**config.mk**
```make
export PLATFORM = sky130hd
export DESIGN_NAME = ckey_switch
export DESIGN_NICKNAME = d
export VERILOG_FILES = /design/src/rtl/ckey_pkg.sv /design/src/rtl/ckey_regs.sv /design/src/rtl/ckey_chan_cmp.sv /design/src/rtl/ckey_switch.sv
export SDC_FILE = /design/constraint.sdc
export NUM_CORES = 1
export LEC_CHECK = 0
export CORE_MARGIN = 5
export CORE_UTILIZATION = 48
export DETAILED_ROUTE_END_ITERATION = 7
export DONT_BUFFER_PORTS = 1
export HOLD_SLACK_MARGIN = 0.15
export PLACE_DENSITY = 0.63
export SETUP_SLACK_MARGIN = 0.5
export SLEW_MARGIN = 20
export SYNTH_ARGS = -nofsm -noshare
export SYNTH_HDL_FRONTEND = slang
export SYNTH_SLANG_ARGS = --single-unit
```
**constraint.sdc**
```tcl
create_clock -name clk_i -period 4.2 [get_ports clk_i]
set_clock_uncertainty 0.1 [all_clocks]
set_input_delay 0.42 -clock clk_i [delete_from_list [all_inputs] [get_ports clk_i]]
set_output_delay 0.42 -clock clk_i [all_outputs]
set_load 0.02 [all_outputs]
```
**src/rtl/ckey_pkg.sv**
```systemverilog
package ckey_pkg;
  localparam int NCH = 4;
  // channel order inside packed arrays and the register map
  localparam int CH_RED = 0;
  localparam int CH_GRN = 1;
  localparam int CH_BLU = 2;
  localparam int CH_OVL = 3;
  localparam int CTRL_OFS = 2 * NCH;
  localparam int INV_BIT = NCH;
endpackage

```
**src/rtl/ckey_regs.sv**
```systemverilog
module ckey_regs
  import ckey_pkg::*;
#(
  parameter int CW = 8,
  parameter int AW = 8,
  parameter logic [AW-1:0] BASE = 8'h30
) (
  input  logic                    clk_i,
  input  logic                    rst_ni,
  input  logic                    wr_en_i,
  input  logic [AW-1:0]           wr_addr_i,
  input  logic [CW-1:0]           wr_data_i,
  output logic [NCH-1:0][CW-1:0]  lo_o,
  output logic [NCH-1:0][CW-1:0]  hi_o,
  output logic [NCH-1:0]          en_o,
  output logic                    inv_o
);
  localparam logic [AW-1:0] CTRL_ADDR = BASE + AW'(CTRL_OFS);

  for (genvar c = 0; c < NCH; c++) begin : g_win
    localparam logic [AW-1:0] LO_ADDR = BASE + AW'(2 * c);
    localparam logic [AW-1:0] HI_ADDR = BASE + AW'(2 * c + 1);
    always_ff @(posedge clk_i or negedge rst_ni) begin
      if (!rst_ni) begin
        lo_o[c] <= '0;
        hi_o[c] <= '0;
      end else if (wr_en_i) begin
        if (wr_addr_i == LO_ADDR) lo_o[c] <= wr_data_i;
        if (wr_addr_i == HI_ADDR) hi_o[c] <= wr_data_i;
      end
    end
  end

  always_ff @(posedge clk_i or negedge rst_ni) begin
    if (!rst_ni) begin
      en_o  <= '0;
      inv_o <= 1'b0;
    end else if (wr_en_i && wr_addr_i == CTRL_ADDR) begin
      en_o  <= wr_data_i[NCH-1:0];
      inv_o <= wr_data_i[INV_BIT];
    end
  end
endmodule

```
**src/rtl/ckey_chan_cmp.sv**
```systemverilog
module ckey_chan_cmp #(
  parameter int CW = 8
) (
  input  logic [CW-1:0] val_i,
  input  logic [CW-1:0] lo_i,
  input  logic [CW-1:0] hi_i,
  input  logic          en_i,
  output logic          hit_o
);
  // a disabled channel never vetoes the key
  assign hit_o = !en_i || ((val_i >= lo_i) && (val_i <= hi_i));
endmodule

```
**src/rtl/ckey_switch.sv**
```systemverilog
module ckey_switch
  import ckey_pkg::*;
#(
  parameter int CW = 8,
  parameter int AW = 8,
  parameter int PW = 24,
  parameter logic [AW-1:0] BASE = 8'h30
) (
  input  logic          clk_i,
  input  logic          rst_ni,
  input  logic          wr_en_i,
  input  logic [AW-1:0] wr_addr_i,
  input  logic [CW-1:0] wr_data_i,
  input  logic [CW-1:0] red_i,
  input  logic [CW-1:0] grn_i,
  input  logic [CW-1:0] blu_i,
  input  logic [CW-1:0] ovl_i,
  input  logic [PW-1:0] dir_pix_i,
  input  logic [PW-1:0] alt_pix_i,
  output logic [PW-1:0] pix_o,
  output logic          alt_sel_o
);
  logic [NCH-1:0][CW-1:0] win_lo, win_hi, ch_val;
  logic [NCH-1:0]         ch_en, ch_hit;
  logic                   key_inv, sel_d;

  ckey_regs #(.CW(CW), .AW(AW), .BASE(BASE)) u_regs (
    .clk_i     (clk_i),
    .rst_ni    (rst_ni),
    .wr_en_i   (wr_en_i),
    .wr_addr_i (wr_addr_i),
    .wr_data_i (wr_data_i),
    .lo_o      (win_lo),
    .hi_o      (win_hi),
    .en_o      (ch_en),
    .inv_o     (key_inv)
  );

  assign ch_val[CH_RED] = red_i;
  assign ch_val[CH_GRN] = grn_i;
  assign ch_val[CH_BLU] = blu_i;
  assign ch_val[CH_OVL] = ovl_i;

  for (genvar c = 0; c < NCH; c++) begin : g_cmp
    ckey_chan_cmp #(.CW(CW)) u_cmp (
      .val_i (ch_val[c]),
      .lo_i  (win_lo[c]),
      .hi_i  (win_hi[c]),
      .en_i  (ch_en[c]),
      .hit_o (ch_hit[c])
    );
  end

  // no enabled comparator forces the direct source, polarity notwithstanding
  assign sel_d = (|ch_en) && ((&ch_hit) ^ key_inv);

  always_ff @(posedge clk_i or negedge rst_ni) begin
    if (!rst_ni) begin
      pix_o     <= '0;
      alt_sel_o <= 1'b0;
    end else begin
      pix_o     <= sel_d ? alt_pix_i : dir_pix_i;
      alt_sel_o <= sel_d;
    end
  end
endmodule

```
==> flow_summary.toml, run 1 <==
[outcome]
status = "finished clean"

[grt]
top_usage_layer = "met2"
grt_util_met3 = 0.0618
grt_remaining_overflow = 0
antenna_found_initial = 1
gr-usage-all-layers = 0.189
grt_start_max_net_pins = 95
grt_pass1_vias = 3820
gr-usage-met2 = 0.299
grt_pass1_wl_mm = 19.1
grt_util_met1 = 0.240

[critical_path]
regToRegEndpoint = "pix_o[2]$_DFF_PN0_"
reg2regPathDepth = 10
reg2reg_slack_ns = 0.70
cp_cell_sequence = "inv_1 > ha_1 > nand4_1 > o311ai_0 > nand4_1 > and4b_4 > mux2i_4 > buf_6 > mux2_2 > dlygate4sd3_1"
worst_setup_path_end_kind = "flip-flop"
cpMostUsedCell = "nand4_1"
cp_slowest_cell = "dlygate4sd3_1"
r2r-start = "u_regs.hi_o[27]$_DFFE_PN0P_"
crit_buf_inv = 3
critPathRequiredTime_ns = 4.36
cp_max_fo = 25
critical_path_class = "reg2reg"
cp_top_family = "buffers and inverters"
slowest_delay_ns = 0.55
cp_data_arrival_time_ns = 3.66
critPathLaunchType = "flip-flop"

[sta]
drv_slew = 0
hold_viol = 0
fmax_mhz = 286
grt_setup_unrepaired = "no"
finalCriticalPeriod_ns = 3.50
tightest_slew_ns = 1.05
slew_headroom = 0.296
timing.final.ws_setup_ns = 0.697
layout_worst_path_cycle_share = 0.834
final-setup-viol-count = 0
setup_tns_ns = 0

[yosys]
postSynthAreaPerCell_um2 = 11.0
ys_seq_area_frac = 0.452
async_flop_share = 1.00
ys_types = 35
yosys-top-cells-area = "dfrtp_1 45%, ha_1 15%, mux2_2 8.4%"
ys_ff_latch = 94
netlist_area_um2 = 5200
synthesis.instances = 474
yosysTopAreaCell = "dfrtp_1"
synth_edf_count = 0
ys_warn_count = 0
syn_nets = 637
synth-main-ff-cell = "dfrtp_1"
synth_top_area_frac = 0.452

[placement]
routabilityCongestion = 0.826
place_area_um2 = 5340
dp_hpwl_mm = 8.34
dpl_worst_slack_ns = 1.04
dp.cells = 607
io_buffers = 0

[clock_tree]
cts-root-buf = "clkbuf_8"
clk_pin_slew_ns = 0.10
cts_made_buffers = 9
numClockSinks = 94
cts_tree = "yes"
clock_path_buffers = 2
post_cts_buffers = 0
ctsHtreeMaxLevel = 3
insertion_delay_ns = 0.37

[drt]
drt_iter0_markers = 145
first_pass_iters = 4
drc = 0
vias = 3651
wirelength_mm = 12.0
wl_per_cell_um = 17.6
via_per_inst = 5.36
ant_nets = 0

[layout]
num-nets-final = 699
utilization = 0.577
fin_area_um2 = 6200
area_growth_pct = 19.2
final_cells = 681
n_antenna_cell = 0
layout-drive-gt1-share = 0.159

[hold_path]
min_from = "wr_addr_i[3]"
whs_path_depth = 3
worstHoldPathType = "in2reg"
worst_hold_path.endpoint = "u_regs.hi_o[15]$_DFFE_PN0P_"

[power]
power.density_nw_per_um2 = 355
ir_worst_vdd_uv = 184
p_leak_nw = 3.00

[floorplan]
start_util = 0.484
dieWidth_um = 114
core_um2 = 10700
io_pins = 124
num_rows = 38
die_y_um = 114
die-area_um2 = 13000

[job]
cap_violations = 0
## cells in the mapped netlist, types with 2 or more instances
master,count
a2111oi_2,2
nand3_1,3
buf_12,2
a211oi_1,6
clkbuf_1,9
o221ai_1,3
dfrtp_1,94
nand2b_1,5
nand4_1,14
mux2_2,39
o21ai_0,45
nor2_1,12
nor3_1,4
mux2_4,19
inv_1,65
a21oi_1,13
nand2_1,47
o211ai_1,2
ha_1,64
nand4b_1,2
nand3b_1,2
nor3b_1,2
nor4_1,3
nor2b_1,2
a21o_1,4
o21a_1,2
## flip-flops by register name, indices dropped and copies added (netlist names)
signal,cells
u_regs.inv_o,1
pix_o,24
u_regs.en_o,4
u_regs.lo_o,32
u_regs.hi_o,32
alt_sel_o,1
## layout by cell type, fill, tap and decap left out, types with 2 or more instances in the layout
| master | count |
|---|---|
| o221ai_1 | 3 |
| nand3b_1 | 2 |
| nand2_1 | 47 |
| o211ai_1 | 2 |
| clkbuf_8 | 11 |
| dfrtp_1 | 94 |
| dlygate4sd3_1 | 57 |
| a211oi_1 | 6 |
| a21o_1 | 4 |
| nor4_1 | 2 |
| o21a_1 | 2 |
| nor2_1 | 12 |
| bufinv_16 | 3 |
| nand3_1 | 3 |
| clkinvlp_4 | 2 |
| nor3b_1 | 2 |
| buf_4 | 4 |
| a2111oi_2 | 2 |
| nand2b_1 | 5 |
| nor2b_1 | 2 |
| nand4b_1 | 2 |
| a21oi_1 | 13 |
| mux2_4 | 19 |
| nor3_1 | 4 |
| nand4_1 | 14 |
| inv_1 | 65 |
| o21ai_0 | 45 |
| ha_1 | 64 |
| mux2_2 | 39 |
## how the worst max path moves through the flow
stage | from | endpoint | slack, ns | depth (start not counted)
global placement | blu_i[0] | pix_o[0]$_DFF_PN0_ | 1.10 | 11
finish | u_regs.hi_o[27]$_DFFE_PN0P_ | pix_o[2]$_DFF_PN0_ | 0.70 | 10
detailed placement | blu_i[0] | pix_o[2]$_DFF_PN0_ | 1.04 | 11
global route | u_regs.lo_o[16]$_DFFE_PN0P_ | pix_o[1]$_DFF_PN0_ | 0.52 | 11
CTS | u_regs.lo_o[16]$_DFFE_PN0P_ | pix_o[0]$_DFF_PN0_ | 0.58 | 11
floorplan | grn_i[0] | pix_o[10]$_DFF_PN0_ | 1.49 | 11
## metal layers
layer,wire length (µm),up-vias
met2,5490,104
li1,-,1765
met5,17,-
met4,291,2
met1,5190,1757
met3,973,23
## tightest hold or removal path, cell delays in order
cell and delay (ns):
nor4_2 0.02, buf_4 0.17, o21ai_0 0.14
## report_power, final
group          total, W  internal [W]  leakage (nW)  switching [W]
registers       0.00106      0.000981          1.09      0.0000772
logic          0.000385      0.000213          1.79       0.000172
clock network  0.000756      0.000428         0.122       0.000328
## layout make-up
cell class | count | area, µm²
repair buffers | 63 | 639
clock buffers | 11 | 151
flip-flops and latches | 94 | 2350
well taps | 140 | 175
multi-input cells | 303 | 2530
fillers | 936 | 4550
inverters | 65 | 244
clock inverters | 5 | 105
## what timing repair did
item                       CTS  global route
setup endpoints to repair    0            24
hold buffers                58             0
hold endpoints to repair   187             0
gates resized for setup      0             1
## per-stage QoR
step	total power [W]	hold slack (ns)
global route	0.00231	0.313
finish	0.00220	0.305
CTS	0.00222	0.293
floorplan	0.00131	0.0244
global placement	0.00134	0.0281
detailed placement	0.00135	0.0281
## cell families (layout without fill, tap and decap cells)
group / count (synthesis) / count (layout) / share of synthesized area
AND/OR/NAND/NOR: 99 / 99 / 0.0948
flip-flops: 94 / 94 / 0.452
AO/OA/AOI/OAI: 81 / 81 / 0.0931
buffers and inverters: 77 / 144 / 0.0621
adder cells (fa/ha/maj): 64 / 64 / 0.154
multiplexers: 59 / 59 / 0.144
Note: power is estimated with default switching activity, not from simulation.
==> inputs of run 2 (changes only) <==
Settings changed: PLACE_DENSITY 0.63 to 0.65.
Clock period 4.2 ns to 2.9 ns, I/O delays scaled along.
==> flow_summary.toml, run 2 (synthesis results as in run 1) <==
[drt]
wirelength_mm = 12.4
drc = 0
wl_per_cell_um = 18.1
first_pass_iters = 5
ant_nets = 0
vias = 3692
drt_iter0_markers = 187
via_per_inst = 5.37

[placement]
dp.cells = 608
dp_hpwl_mm = 8.65
routabilityCongestion = 0.840
io_buffers = 0

[layout]
fillers = 852
n_antenna_cell = 0
layout-drive-gt1-share = 0.194
area_growth_pct = 21.9
num-nets-final = 705
final_cells = 687
mostFrequentLayoutCells = "94 x dfrtp_1, 62 x inv_1, 61 x ha_1"
top_regs = "u_regs.hi_o (32), u_regs.lo_o (32), pix_o (24)"
utilization = 0.590
layout_commonest_cell = "dfrtp_1"

[grt]
grt_pass1_wl_mm = 19.8
antenna_found_initial = 1
grt_util_met1 = 0.240
grt_start_max_net_pins = 95
grt_remaining_overflow = 0
grt_pass1_vias = 3889
top_usage_layer = "met2"
gr-usage-met2 = 0.328
grt_util_met3 = 0.0814
gr-usage-all-layers = 0.198

[sta]
layout_worst_path_cycle_share = 0.957
finalCriticalPeriod_ns = 2.78
hold_viol = 94
drv_slew = 0
fmax_mhz = 360
timing.hold.ws_ns = -0.476
grt_setup_unrepaired = "yes"
tightest_slew_ns = 0.564
setup_tns_ns = 0
final-setup-viol-count = 0
slew_headroom = 0.623

[hold_path]
worstHoldPathType = "in2async"

[job]
cap_violations = 0

[power]
power.density_nw_per_um2 = 468
ir_worst_vdd_uv = 261
p_leak_nw = 3.05

[floorplan]
die_y_um = 114
die-area_um2 = 13000
start_util = 0.484
num_rows = 38
core_um2 = 10700
io_pins = 124
dieWidth_um = 114

[clock_tree]
insertion_delay_ns = 0.36
cts_made_buffers = 9
cts_tree = "yes"
clk_pin_slew_ns = 0.08
clock_path_buffers = 2
numClockSinks = 94
cts-root-buf = "clkbuf_8"
ctsHtreeMaxLevel = 3

[critical_path]
critical_path_class = "reg2reg"
critPathRequiredTime_ns = 3.04
cp_max_fo = 12
critPathLaunchType = "flip-flop"
cp_data_arrival_time_ns = 2.92
worst_setup_path_end_kind = "flip-flop"

[outcome]
status = "finished, violations left"
violations = "hold timing"
## run 2: worst paths after layout
check | startpoint | endpoint | slack [ns] | cells after the start
min in group clk_i | wr_addr_i[3] | u_regs.hi_o[10]$_DFFE_PN0P_ | 0.19 | 4
hold / removal | rst_ni | pix_o[4]$_DFF_PN0_ | -0.48 | 0
setup / recovery | u_regs.lo_o[24]$_DFFE_PN0P_ | pix_o[20]$_DFF_PN0_ | 0.12 | 11
hold reg to reg | u_regs.lo_o[14]$_DFFE_PN0P_ | u_regs.lo_o[14]$_DFFE_PN0P_ | 0.41 | 1
setup reg to reg | u_regs.lo_o[24]$_DFFE_PN0P_ | pix_o[20]$_DFF_PN0_ | 0.12 | 11
max in group asynchronous | rst_ni | u_regs.hi_o[18]$_DFFE_PN0P_ | 3.04 | 0
## run 2: area by class of cell
class | instances | area [µm²] | share of cell area
multi-input cells | 303 | 2640 | 0.417
repair buffers | 69 | 728 | 0.115
clock inverters | 2 | 13.8 | 0.00217
clock buffers | 14 | 183 | 0.0288
well taps | 140 | 175 | 0.0276
inverters | 65 | 244 | 0.0385
flip-flops and latches | 94 | 2350 | 0.371
## run 2: per-layer routing
layer | wire length [µm] | vias up
li1 | - | 1779
met2 | 5780 | 139
met5 | 13 | -
met3 | 1480 | 9
met4 | 97 | 2
met1 | 5040 | 1763
## run 2: repair_timing
item,in CTS,in global routing
resized for setup,9,7
hold buffers,57,1
cloned,2,0
setup buffers,2,1
pin swaps,4,0
endpoints found under the hold margin,187,95
setup endpoints to repair,25,25
## run 2: metrics by stage
stage / cell area [µm²] / power [W] / setup WS, ns
after detailed placement: 5400 / 0.00198 / 0.0442
after global routing: 6340 / 0.00312 / -0.0230
after CTS: 6280 / 0.00298 / 0.0905
after global placement: 5400 / 0.00196 / 0.0655
after floorplan: 5240 / 0.00191 / 0.320
final: 6340 / 0.00296 / 0.125
## run 2: critical path, cell delays in order (launching register included)
cell	delay, ns
dfrtp_1	0.39
ha_1	0.27
nand2b_4	0.12
a2111oi_4	0.07
nor3_2	0.20
o22ai_1	0.10
nor4_1	0.23
and4b_4	0.30
mux2i_4	0.28
buf_12	0.15
buf_16	0.15
mux2_4	0.31
## run 2: report_power, final
group	switching, W	internal [W]	total, W
clock	0.000448	0.000407	0.000855
combinational	0.000243	0.000330	0.000573
sequential	0.000115	0.00142	0.00154
==> inputs of run 3 (changes only) <==
Settings changed: ABC_AREA set to 1.
==> flow_summary.toml, run 3 <==
[clock_tree]
cts_made_buffers = 9
ctsHtreeMaxLevel = 3
clock_path_buffers = 2
numClockSinks = 94
insertion_delay_ns = 0.35
clk_pin_slew_ns = 0.10
cts-root-buf = "clkbuf_8"
postCtsHoldBufs = 53
cts_tree = "yes"

[grt]
grt_remaining_overflow = 0
gr-usage-all-layers = 0.205
antenna_found_initial = 0
grt_pass1_wl_mm = 21.5
grt_pass1_vias = 4516
grt_start_max_net_pins = 95

[layout]
fillers = 938
n_antenna_cell = 0
utilization = 0.582
num-nets-final = 872
regArea_um2 = 2350
area_growth_pct = 19.0
layout-drive-gt1-share = 0.0462
mostFrequentLayoutCells = "210 x nand2_1, 104 x inv_1, 94 x dfrtp_1"
top_regs = "u_regs.hi_o (32), u_regs.lo_o (32), pix_o (24)"
multiInputGateArea_um2 = 2530
layout_commonest_cell = "nand2_1"

[sta]
drv_slew = 0
fmax_mhz = 444
timing.final.ws_setup_ns = 0.648
slew_headroom = 0.597
layout_worst_path_cycle_share = 0.776
hold_viol = 94
finalCriticalPeriod_ns = 2.25
tightest_slew_ns = 0.603
grt_setup_unrepaired = "no"
setup_tns_ns = 0
final-setup-viol-count = 0
timing.hold.ws_ns = -0.477

[placement]
io_buffers = 0
dp_hpwl_mm = 9.07
dpl_worst_slack_ns = 0.689
routabilityCongestion = 0.802

[floorplan]
core_um2 = 10800
die_y_um = 115
io_pins = 124
start_util = 0.489
dieWidth_um = 115
num_rows = 38
die-area_um2 = 13300

[yosys]
ys_seq_area_frac = 0.443
ys_ff_latch = 94
synth-main-ff-cell = "dfrtp_1"
synth.cells.most_frequent = "211 x nand2_1, 104 x inv_1, 94 x dfrtp_1"
ys_types = 21
ys_warn_count = 0
yosysTopAreaCell = "dfrtp_1"
yosys-top-cells-area = "dfrtp_1 44%, ha_1 15%, nand2_1 15%"
async_flop_share = 1.00
syn_nets = 815
yosysMostFrequentCell = "nand2_1"
synth_top_area_frac = 0.443
postSynthAreaPerCell_um2 = 8.14
netlist_area_um2 = 5310
synth_edf_count = 0
synthesis.instances = 652

[critical_path]
critPathLaunchType = "flip-flop"
cp_slowest_cell = "dfrtp_1"
cp_max_fo = 12
cp_data_arrival_time_ns = 2.39
critical_path_class = "reg2reg"
cp_cell_sequence = "inv_1 > ha_1 > nand2_1 > nor2_1 > nand4_1 > nand2_1 > nand2_1 > nand2_1 > nand2_2 > o21ai_4 > buf_12 > nand3_4 > nand2_1 > nand2_1"
cpMostUsedCell = "nand2_1"
critPathRequiredTime_ns = 3.04
slowest_delay_ns = 0.36
worst_setup_path_end_kind = "flip-flop"

[outcome]
violations = "hold timing"
status = "finished, violations left"

[drt]
drt_iter0_markers = 214
drc = 0
ant_nets = 0
wl_per_cell_um = 15.9
vias = 4433
first_pass_iters = 5
wirelength_mm = 13.6
via_per_inst = 5.19

[power]
p_total_w = 0.00276
p_leak_nw = 3.09
ir_worst_vdd_uv = 319
power.density_nw_per_um2 = 437

[job]
cap_violations = 0

[hold_path]
worstHoldPathType = "in2async"
## run 3: cell count changes in the layout (fill, tap and decap cells not counted), moves of 5 or more
cell / change
buf_4: -6
dlygate4sd3_1: -5
inv_1: +42
mux2_2: -37
mux2_4: -21
nand2_1: +163
nand4_1: +16
nor2_1: +8
o21ai_0: +25
## run 3: cells by family after synthesis
family,share of synthesized area
flops,0.443
compound gates,0.0936
simple gates,0.222
buf+inv,0.0901
fa+ha+maj,0.151
## run 3: power breakdown
part	switching (W)	total (W)	internal, W	leakage (nW)
Combinational	0.000230	0.000430	0.000200	1.78
Clock	0.000456	0.000858	0.000402	0.0899
Sequential	0.0000841	0.00147	0.00139	1.22
Total	0.000771	0.00276	0.00199	3.09
## run 3: repair_timing
action | 4_1_cts | 5_1_grt
setup endpoints to repair | 0 | 24
buffers inserted | 0 | 1
gates resized for setup | 0 | 14
endpoints found under the hold margin | 123 | 94
## run 3: per-layer routing
layer | track usage | vias to the layer above | part of all wire
met2 | 0.343 | 183 | 0.47
met4 | 0.0728 | 0 | 0.025
met5 | 0 | - | 0
met1 | 0.249 | 2018 | 0.41
met3 | 0.0674 | 29 | 0.095
li1 | - | 2203 | -
## run 3: per-stage QoR
step | area (µm²) | instances | hold WS [ns]
6_report | 6310 | 854 | -0.477
5_1_grt | 6310 | 854 | -0.512
3_3_place_gp | 5420 | 779 | -0.102
2_1_floorplan | 5310 | 652 | -0.106
3_5_place_dp | 5420 | 779 | -0.103
4_1_cts | 6140 | 848 | -0.493
## run 3: cell type report
| type | instances | share of cell area |
|---|---|---|
| multi-input cells | 440 | 0.401 |
| inverters | 104 | 0.0618 |
| clock buffers | 11 | 0.0208 |
| well taps | 140 | 0.0278 |
| clock inverters | 5 | 0.00932 |
| flip-flops and latches | 94 | 0.373 |
| repair buffers | 60 | 0.107 |
## run 3: worst paths after layout
kind / startpoint / endpoint / slack [ns] / depth (start not counted)
setup / recovery: u_regs.hi_o[15]$_DFFE_PN0P_ / pix_o[2]$_DFF_PN0_ / 0.65 / 14
min in group clk_i: wr_data_i[1] / u_regs.lo_o[17]$_DFFE_PN0P_ / 0.18 / 2
hold / removal: rst_ni / pix_o[5]$_DFF_PN0_ / -0.48 / 0
setup reg to reg: u_regs.hi_o[15]$_DFFE_PN0P_ / pix_o[2]$_DFF_PN0_ / 0.65 / 14
hold reg to reg: u_regs.hi_o[5]$_DFFE_PN0P_ / u_regs.hi_o[5]$_DFFE_PN0P_ / 0.39 / 2
max in group asynchronous: rst_ni / u_regs.hi_o[1]$_DFFE_PN0P_ / 3.04 / 0
## run 3: critical path, delay by kind of cell, from the launching register on
kind,cells,cell delay [ns]
DFF,1,0.36
and+or+nand+nor,10,1.01
adders and majority gates,1,0.29
buffers and inverters,2,0.21
AOI/OAI and AO/OA,1,0.19
